==> src/rtl/serial_rx_pkg.sv <==
package serial_rx_pkg;

  typedef enum logic [2:0] {
    ST_HUNT,
    ST_START,
    ST_DATA,
    ST_PARITY,
    ST_STOP,
    ST_BREAK
  } rxState_e;

  // strobes from control to datapath
  typedef struct packed {
    logic clearChar;
    logic takeData;
    logic takeParity;
    logic pushChar;
    logic pushNull;
  } rxStrobe_t;

  localparam logic [1:0] FACTOR_X1 = 2'd0;
  localparam int MIN_DATA_BITS = 5;

endpackage

==> src/rtl/serial_rx_ctrl.sv <==
module serial_rx_ctrl
  import serial_rx_pkg::*;
#(
  parameter int MAX_FACTOR_LOG2 = 6,
  parameter int DATA_W = 8,
  localparam int CNT_W = MAX_FACTOR_LOG2,
  localparam int IDX_W = $clog2(DATA_W)
) (
  input  logic             clk,
  input  logic             rst_n,
  input  logic             rxLine,
  input  logic             carrierN,
  input  logic [1:0]       clkFactor,
  input  logic [1:0]       charLen,
  input  logic             parityEn,
  input  logic             autoEnable,
  input  logic             charZero,
  output rxStrobe_t        strobe,
  output logic [IDX_W-1:0] bitIdx,
  output logic             breakActive,
  output logic             carrierStatus
);

  rxState_e         state, nState;
  logic [CNT_W-1:0] cnt, nCnt;
  logic [CNT_W-1:0] periodM1, halfM1;
  logic [IDX_W-1:0] nIdx, lastBit;
  logic             nBreak;
  logic             carrierMeta, carrierSync;
  logic             rxEnable, sampleNow;

  // two-stage carrier synchroniser, resets to "no carrier"
  always_ff @(posedge clk) begin
    if (!rst_n) begin
      carrierMeta <= 1'b1;
      carrierSync <= 1'b1;
    end else begin
      carrierMeta <= carrierN;
      carrierSync <= carrierMeta;
    end
  end

  assign carrierStatus = ~carrierSync;
  assign rxEnable      = !autoEnable || !carrierSync;

  // bit period and half period in receive clock cycles, minus one
  always_comb begin
    if (clkFactor == FACTOR_X1) begin
      periodM1 = '0;
      halfM1   = '0;
    end else begin
      periodM1 = CNT_W'((32'd1 << (32'(clkFactor) + 32'd3)) - 32'd1);
      halfM1   = CNT_W'((32'd1 << (32'(clkFactor) + 32'd2)) - 32'd1);
    end
  end

  assign lastBit   = IDX_W'(charLen) + IDX_W'(MIN_DATA_BITS - 1);
  assign sampleNow = (cnt == periodM1);

  always_comb begin
    nState = state;
    nCnt   = cnt + 1'b1;
    nIdx   = bitIdx;
    nBreak = breakActive;
    strobe = '0;
    if (!rxEnable) begin
      nState = ST_HUNT;
      nCnt   = '0;
      nBreak = 1'b0;
    end else begin
      unique case (state)
        ST_HUNT: begin
          nCnt = '0;
          if (!rxLine) begin
            strobe.clearChar = 1'b1;
            nIdx   = '0;
            nState = (clkFactor == FACTOR_X1) ? ST_DATA : ST_START;
          end
        end
        ST_START: begin
          if (cnt == halfM1) begin
            nCnt   = '0;
            nState = rxLine ? ST_HUNT : ST_DATA;
          end
        end
        ST_DATA: begin
          if (sampleNow) begin
            nCnt            = '0;
            strobe.takeData = 1'b1;
            if (bitIdx == lastBit) nState = parityEn ? ST_PARITY : ST_STOP;
            else                   nIdx   = bitIdx + 1'b1;
          end
        end
        ST_PARITY: begin
          if (sampleNow) begin
            nCnt              = '0;
            strobe.takeParity = 1'b1;
            nState            = ST_STOP;
          end
        end
        ST_STOP: begin
          if (sampleNow) begin
            nCnt = '0;
            if (!rxLine && charZero) begin
              nBreak = 1'b1;
              nState = ST_BREAK;
            end else begin
              strobe.pushChar = 1'b1;
              nState          = ST_HUNT;
            end
          end
        end
        ST_BREAK: begin
          nCnt = '0;
          if (rxLine) begin
            nBreak          = 1'b0;
            strobe.pushNull = 1'b1;
            nState          = ST_HUNT;
          end
        end
        default: nState = ST_HUNT;
      endcase
    end
  end

  always_ff @(posedge clk) begin
    if (!rst_n) begin
      state       <= ST_HUNT;
      cnt         <= '0;
      bitIdx      <= '0;
      breakActive <= 1'b0;
    end else begin
      state       <= nState;
      cnt         <= nCnt;
      bitIdx      <= nIdx;
      breakActive <= nBreak;
    end
  end

endmodule

==> src/rtl/serial_rx_datapath.sv <==
module serial_rx_datapath
  import serial_rx_pkg::*;
#(
  parameter int DATA_W = 8,
  localparam int IDX_W = $clog2(DATA_W)
) (
  input  logic              clk,
  input  logic              rst_n,
  input  logic              rxLine,
  input  rxStrobe_t         strobe,
  input  logic [IDX_W-1:0]  bitIdx,
  input  logic              parityEn,
  input  logic              parityOdd,
  output logic              charZero,
  output logic [DATA_W-1:0] rxData,
  output logic              rxWrite,
  output logic              parityErr,
  output logic              framingErr
);

  logic [DATA_W-1:0] charReg;
  logic              parityAcc;

  // assembly register and running parity
  always_ff @(posedge clk) begin
    if (!rst_n) begin
      charReg   <= '0;
      parityAcc <= 1'b0;
    end else if (strobe.clearChar) begin
      charReg   <= '0;
      parityAcc <= 1'b0;
    end else if (strobe.takeData) begin
      charReg[bitIdx] <= rxLine;
      parityAcc       <= parityAcc ^ rxLine;
    end else if (strobe.takeParity) begin
      parityAcc <= parityAcc ^ rxLine;
    end
  end

  assign charZero = (charReg == '0);

  // output register toward the receive queue
  always_ff @(posedge clk) begin
    if (!rst_n) begin
      rxData     <= '0;
      rxWrite    <= 1'b0;
      parityErr  <= 1'b0;
      framingErr <= 1'b0;
    end else begin
      rxWrite <= 1'b0;
      if (strobe.pushChar) begin
        rxData     <= charReg;
        rxWrite    <= 1'b1;
        framingErr <= ~rxLine;
        parityErr  <= parityEn & (parityAcc ^ parityOdd);
      end else if (strobe.pushNull) begin
        rxData     <= '0;
        rxWrite    <= 1'b1;
        framingErr <= 1'b0;
        parityErr  <= parityEn & parityOdd;
      end
    end
  end

endmodule

==> src/rtl/serial_char_rx.sv <==
module serial_char_rx
  import serial_rx_pkg::*;
#(
  parameter int MAX_FACTOR_LOG2 = 6,
  parameter int DATA_W = 8,
  localparam int IDX_W = $clog2(DATA_W)
) (
  input  logic              clk,
  input  logic              rst_n,
  input  logic              rxLine,
  input  logic              carrierN,
  input  logic [1:0]        clkFactor,
  input  logic [1:0]        charLen,
  input  logic              parityEn,
  input  logic              parityOdd,
  input  logic              autoEnable,
  output logic [DATA_W-1:0] rxData,
  output logic              rxWrite,
  output logic              parityErr,
  output logic              framingErr,
  output logic              breakActive,
  output logic              carrierStatus
);

  rxStrobe_t        strobe;
  logic [IDX_W-1:0] bitIdx;
  logic             charZero;

  serial_rx_ctrl #(
    .MAX_FACTOR_LOG2(MAX_FACTOR_LOG2),
    .DATA_W(DATA_W)
  ) u_ctrl (
    .clk          (clk),
    .rst_n        (rst_n),
    .rxLine       (rxLine),
    .carrierN     (carrierN),
    .clkFactor    (clkFactor),
    .charLen      (charLen),
    .parityEn     (parityEn),
    .autoEnable   (autoEnable),
    .charZero     (charZero),
    .strobe       (strobe),
    .bitIdx       (bitIdx),
    .breakActive  (breakActive),
    .carrierStatus(carrierStatus)
  );

  serial_rx_datapath #(
    .DATA_W(DATA_W)
  ) u_dp (
    .clk       (clk),
    .rst_n     (rst_n),
    .rxLine    (rxLine),
    .strobe    (strobe),
    .bitIdx    (bitIdx),
    .parityEn  (parityEn),
    .parityOdd (parityOdd),
    .charZero  (charZero),
    .rxData    (rxData),
    .rxWrite   (rxWrite),
    .parityErr (parityErr),
    .framingErr(framingErr)
  );

endmodule

==> config.mk <==
export PLATFORM = sky130hd
export DESIGN_NAME = serial_char_rx
export DESIGN_NICKNAME = d
export VERILOG_FILES = /design/src/rtl/serial_rx_pkg.sv /design/src/rtl/serial_rx_ctrl.sv /design/src/rtl/serial_rx_datapath.sv /design/src/rtl/serial_char_rx.sv
export SDC_FILE = /design/constraint.sdc
export NUM_CORES = 1
export LEC_CHECK = 0
export ABC_AREA = 1
export BUFFER_PORTS_ARGS = -buffer_cell sky130_fd_sc_hd__buf_4
export CORE_ASPECT_RATIO = 2
export CORE_MARGIN = 4
export CORE_UTILIZATION = 55
export CTS_CLUSTER_DIAMETER = 30
export DETAILED_ROUTE_END_ITERATION = 7
export PLACE_DENSITY = 0.76
export RECOVER_POWER = 25
export SYNTH_ARGS = -nofsm -noshare
export SYNTH_HDL_FRONTEND = slang
export SYNTH_SLANG_ARGS = --single-unit
==> constraint.sdc <==
create_clock -name clk -period 2.1 [get_ports clk]
set_input_delay 0.525 -clock clk [delete_from_list [all_inputs] [get_ports clk]]
set_output_delay 0.525 -clock clk [all_outputs]
set_load 0.02 [all_outputs]
---- Word-level counts from Yosys, hierarchy flattened ----
Index checks and enable logic that the tools add are counted.
storage, ports and cells
  output and inout bits ................... 13
  flip-flop bits (word level) ............. 35
  logic and storage cells ................. 116
  bits of input ports ..................... 11
operators by class
  reductions and logical operators ........ 20
  $lt $le $gt $ge ......................... 2
  $add $sub $neg .......................... 7
  shifts and indexed selects .............. 2
  multiplexer cells ....................... 49
  equal/unequal tests ..................... 17
  bitwise operators ....................... 7
operators with widths
  operator              number
  $shl 1x32->6 const A  2
  $mux 3                12
  $mux 6                4
  $mux 1                22
  $pmux 3 s6            1
  $pmux 6 s3            1
  $mux 8                2
  $eq 6x6->1            2
  $ne 2x1->1 const B    6
  $sub 6x1->6 const B   2
  $bwmux 8              1
  $logic_not 8->1       1
  $reduce_bool 2->1     4
  $reduce_and 7->1      1
  $add 2x2->3 const B   2
  $add 6x1->6 const B   1
  $eq 3x2->1 const B    2
  $eq 3x3->1 const B    2
  $ne 2x2->1 const B    3
  $pmux 3 s2            1
  $mux 5                1
  $reduce_and 5->1      1
  $lt 3x4->1 const B    1
  $mux 2                2
  other kinds (19)      27

---- Longest topological paths before layout ----
  word-level depth ........................ 10
  depth in mapped cells ................... 13
  mapped depth without buffers ............ 13

---- Hierarchy ----
Synthesis repeated with hierarchy kept, for this count alone.
unflattened totals
  cell total of the unflattened synthesis .. 301
  area, all modules ....................... 1928.1 µm²
by module, submodules not included
  module              instances  sequential area each (µm²)  cells an instance  area each (µm²)
  serial_rx_ctrl      1          300.3                       181                1081.0
  serial_rx_datapath  1          400.4                       120                847.1

---- Worst setup path before layout ----
No wires, ideal clock.
  path kind ............................... input to register
  start point ............................. in clkFactor[0]
  end point ............................... reg u_dp.framingErr
  required time ........................... 1.968 ns
  buffers on the path ..................... 1
  setup slack ............................. 0.192 ns
  library setup time ...................... 0.132 ns
  cell stages on the path ................. 11
  data arrival time ....................... 1.776 ns
  path through ............................ nor2_4 > inv_2 > ha_1 > xnor2_1 > nand3_1 > nor2_2 > nand3_2 > and2_1 > buf_6 > nand2_1 > a21oi_1
on the way
  cells in the longest elaborated chain, start to end .. 9
  elaborated cells between the ends (all ways) .. 11
  classes of those cells .................. 2 x add/sub; 1 x eq/ne; 1 x shift; 5 x mux; 2 x reduce/logical
ends and longest elaborated chain
  item                                         RTL line                  text
  from (decl)                                  serial_char_rx.sv:12      input logic [1:0] clkFactor,
  $add 2x2->3                                  serial_rx_ctrl.sv:52      periodM1 = CNT_W'((32'd1 << (32'(clkFactor) + 32'd3)) - 32'd1);
  $shl 1x32->6                                 serial_rx_ctrl.sv:52
  $sub 6x1->6                                  serial_rx_ctrl.sv:52
  $mux 6 *                                     serial_rx_ctrl.sv:48      if (clkFactor == FACTOR_X1) begin
  $eq 6x6->1 *                                 serial_rx_ctrl.sv:58      assign sampleNow = (cnt == periodM1);
  $mux 1 *                                     serial_rx_ctrl.sv:102     if (sampleNow) begin
  $mux 1 *                                     serial_rx_ctrl.sv:71      unique case (state)
  $mux 5 *                                     serial_rx_ctrl.sv:66      if (!rxEnable) begin
  $mux 1 or $reduce_bool 2->1 (tied branches)  n/a
  to (signal assigned)                         serial_rx_datapath.sv:54  framingErr <= ~rxLine;
  to (decl)                                    serial_rx_datapath.sv:18  output logic framingErr
Mark *: on every way between the ends. The rest lies on a longest branch, timed or not.
A chain may end at the register's enable or synchronous reset.

---- Worst setup path after layout ----
  start point ............................. in clkFactor[0]
  end point ............................... reg u_dp.rxData[3]
on the way
  cells in the longest elaborated chain, start to end .. 9
  elaborated cells between the ends (all ways) .. 11
  classes of those cells .................. 2 x add/sub; 1 x eq/ne; 1 x shift; 5 x mux; 2 x reduce/logical
ends and longest elaborated chain
  item                                         RTL line                  text
  $add 2x2->3                                  serial_rx_ctrl.sv:52
  $shl 1x32->6                                 serial_rx_ctrl.sv:52
  $sub 6x1->6                                  serial_rx_ctrl.sv:52
  $mux 6 *                                     serial_rx_ctrl.sv:48
  $eq 6x6->1 *                                 serial_rx_ctrl.sv:58
  $mux 1 *                                     serial_rx_ctrl.sv:102
  $mux 1 *                                     serial_rx_ctrl.sv:71
  $mux 5 *                                     serial_rx_ctrl.sv:66
  $mux 8 or $reduce_bool 2->1 (tied branches)  n/a
  to (signal assigned)                         serial_rx_datapath.sv:52  rxData <= charReg;
  to (decl)                                    serial_rx_datapath.sv:15  output logic [DATA_W-1:0] rxData,
Marked as above.

==> results.yml <==
die:
  die_area_mm2: 0.00449
  ioPinCount: 24
  die_h_um: 90.8
  start_util_pct: 58.4
  core_region_area_mm2: 0.00323
  num_rows: 29
  die_x_um: 49.4
timing:
  setup_tns_ns: 0
  finalSetupViolCount: 0
  maxSlewViolCount: 0
  rsz0062_at_grt: "no"
  slew_headroom_pct: 73.6
  layout_min_cycle_time_ns: 1.88
  max_freq_mhz: 533
  timing.final.crit_share_pct: 89.4
  finalHoldViolations: 0
  finClkSkew_ns: 0.00360
  worst_pin_slew_ns: 0.397
  whs_ns: 0.415
clocking:
  cts_sinks: 35
  cts_hold_buf: 0
  path_clk_slew_ns: 0.07
  cts_made_buffers: 5
  cts-root-buf: "clkbuf_8"
  cts_setup_buffers: 0
  cts_tree: "built"
  clockBufferDepth: 2
  clock_latency_ns: 0.29
  post_cts_resized: 0
  ctsHtreeMaxLevel: 2
global_route:
  grt_max_degree: 15
  grt-ovfl-total: 0
  grt_pass1_vias: 1797
  antenna_found_initial: 0
  grt.total_usage_pct: 20.9
  grt_first_pass_wirelength_um: 7290
logic_synthesis:
  async_reset_ff_share_pct: 0
  synth-edff-count: 0
  yosys_most_used_dff: "dfxtp_1"
  yosysWarnings: 0
  ys_types: 29
  synthesis.nets: 297
  netlist_instances: 283
  synth.cell_area_mm2: 0.00189
  avgSynthCellArea_um2: 6.66
  ys_seq_elements: 35
  seq_area_frac_synth_pct: 37.2
finish:
  fin_nets: 331
  final_cell_mix: "nand2_1, inv_1, dfxtp_1"
  final_common_cell: "nand2_1"
  area_delta_synth_final_pct: 17.3
  postLayoutCellArea_mm2: 0.00221
  drive_above_1_share_pct: 16.7
  fillers: 300
  n_antenna_cell: 0
pwr:
  p_comb_share_pct: 30.2
  clockPowerShare_pct: 31.6
  power.density_mw_per_mm2: 893
  p_sw_share_pct: 34.7
  p_int_w: 0.00129
  p_sw_w: 0.000686
  leakage_nw: 1.00
  vdd_drop_max_mv: 0.661
  p_seq_share_pct: 38.2
  total_power_w: 0.00197
route:
  drtIter0Drc: 39
  wirelength_um: 4230
  num_vias: 1799
  vias_per_cell: 5.15
  drt_first_pass_iters: 4
  ant_nets: 0
  drc_errors: 0
  wl_per_cell_um: 12.1
worst_setup_path:
  r2r_slack_ns: 0.42
  slowest_stage: "and2_1"
  reg2reg_from: "u_ctrl.cnt[3]"
  worstSetupPathType: "primary input to flop"
  cp.arrival_ns: 2.06
  path_delay_family: "simple AND/OR/NAND/NOR gates"
  start_kind: "primary input"
  crit_path_end_kind: "flop"
  crit_cells: 11
  rr_worst_depth: 9
  slowest_delay_ns: 0.29
  crit_chain: "buf_4, nor2_4, inv_2, ha_1, xnor2_1, nand3_1, nor2_2, nand3_2, and2_1, nand2_1, a21oi_1"
  cp_max_fo: 11
  worst-path-buf-inv: 2
  required_ns: 2.28
  timing.rr.end: "u_ctrl.cnt[0]"
min_path:
  hold_path_depth: 1
  min_path_type: "flop to flop"
  hold_path_end: "u_ctrl.carrierSync"
  hold_path_startpoint: "u_ctrl.carrierMeta"
placement:
  gp_congestion: 0.925
  numPortBuffers: 23
  placed_area_mm2: 0.00213
  hpwl_um: 3390
outcome:
  status: "finished clean"
flow_run:
  maxCapViolations: 0
[cells in the mapped netlist, types with 2 or more instances]
| library cell | count | area, um^2 |
|---|---|---|
| a31oi_1 | 2 | 12.5 |
| o211ai_1 | 2 | 15.0 |
| ha_1 | 3 | 37.5 |
| inv_2 | 10 | 37.5 |
| nand3_1 | 24 | 120 |
| o21ai_2 | 2 | 17.5 |
| nor2_2 | 4 | 25.0 |
| nand3_2 | 2 | 20.0 |
| dfxtp_1 | 35 | 701 |
| nor2_4 | 2 | 22.5 |
| inv_1 | 38 | 143 |
| xnor2_1 | 3 | 26.3 |
| or2_2 | 2 | 12.5 |
| a21oi_1 | 24 | 120 |
| nor3_1 | 2 | 10.0 |
| nor2_1 | 25 | 93.8 |
| o21ai_0 | 15 | 75.1 |
| nand2_1 | 71 | 267 |
| clkbuf_1 | 2 | 7.51 |
| nand4_1 | 6 | 37.5 |
[routing by layer]
layer | global-route usage, % | wire, um | vias up
met4 | 14.3 | 216 | 0
met2 | 40.5 | 2390 | 33
met1 | 18.1 | 1490 | 774
met5 | 0 | 0 | -
li1 | - | - | 973
met3 | 3.80 | 133 | 19
[power by group through the flow]
stage                     Sequential (W)  Clock (W)  Combinational (W)
after floorplan                 0.000760          0           0.000462
after global placement          0.000769          0           0.000595
after detailed placement        0.000767          0           0.000595
after CTS                       0.000752   0.000643           0.000601
after global routing            0.000759   0.000660           0.000693
final                           0.000754   0.000624           0.000595
[logic make-up (layout without fill, tap and decap cells)]
| logic type | Yosys count | count (layout) | synth area share (%) |
|---|---|---|---|
| AO/OA/AOI/OAI | 47 | 47 | 13.6 |
| adder cells (fa/ha/maj) | 3 | 3 | 1.99 |
| AND/OR/NAND/NOR | 142 | 142 | 34.6 |
| XOR/XNOR | 4 | 4 | 1.86 |
| buffers and inverters | 52 | 87 | 10.8 |
| flip-flops | 35 | 35 | 37.2 |
[per-stage QoR]
step | utilization (%) | instances | setup WS [ns]
6_report | 68.5 | 349 | 0.222
3_5_place_dp | 66.0 | 341 | -0.0550
3_3_place_gp | 66.0 | 341 | 0.00590
4_1_cts | 69.6 | 349 | 0.221
5_1_grt | 68.5 | 349 | 0.0476
2_1_floorplan | - | 283 | 0.192
[how the worst max path moves through the flow]
stage                      start               to  slack [ns]
global placement    clkFactor[0]   u_dp.rxData[0]       0.006
detailed placement  clkFactor[0]   u_dp.rxData[3]       -0.06
finish              clkFactor[0]   u_dp.rxData[3]        0.22
floorplan           clkFactor[0]  u_dp.framingErr        0.19
global route        clkFactor[0]   u_dp.rxData[2]        0.05
CTS                 clkFactor[0]   u_dp.rxData[3]        0.22
[flip-flops by register name, indices dropped and copies added (netlist names)]
signal / count
u_dp.charReg: 8
u_dp.parityAcc: 1
u_ctrl.state: 3
u_dp.framingErr: 1
u_ctrl.carrierMeta: 1
u_ctrl.breakActive: 1
u_dp.rxWrite: 1
u_dp.parityErr: 1
u_ctrl.bitIdx: 3
u_dp.rxData: 8
u_ctrl.carrierSync: 1
u_ctrl.cnt: 6
[area by class of cell]
type / instances / area, um^2 / share of cell area (%)
Multi-Input combinational cell: 196 / 982 / 44.4
Inverter: 49 / 184 / 8.32
Clock inverter: 2 / 35.0 / 1.58
Sequential cell: 35 / 701 / 31.7
Tap cell: 31 / 38.8 / 1.75
Clock buffer: 6 / 82.6 / 3.74
Timing Repair Buffer: 30 / 188 / 8.49
Note: power is estimated with default switching activity, not from simulation.
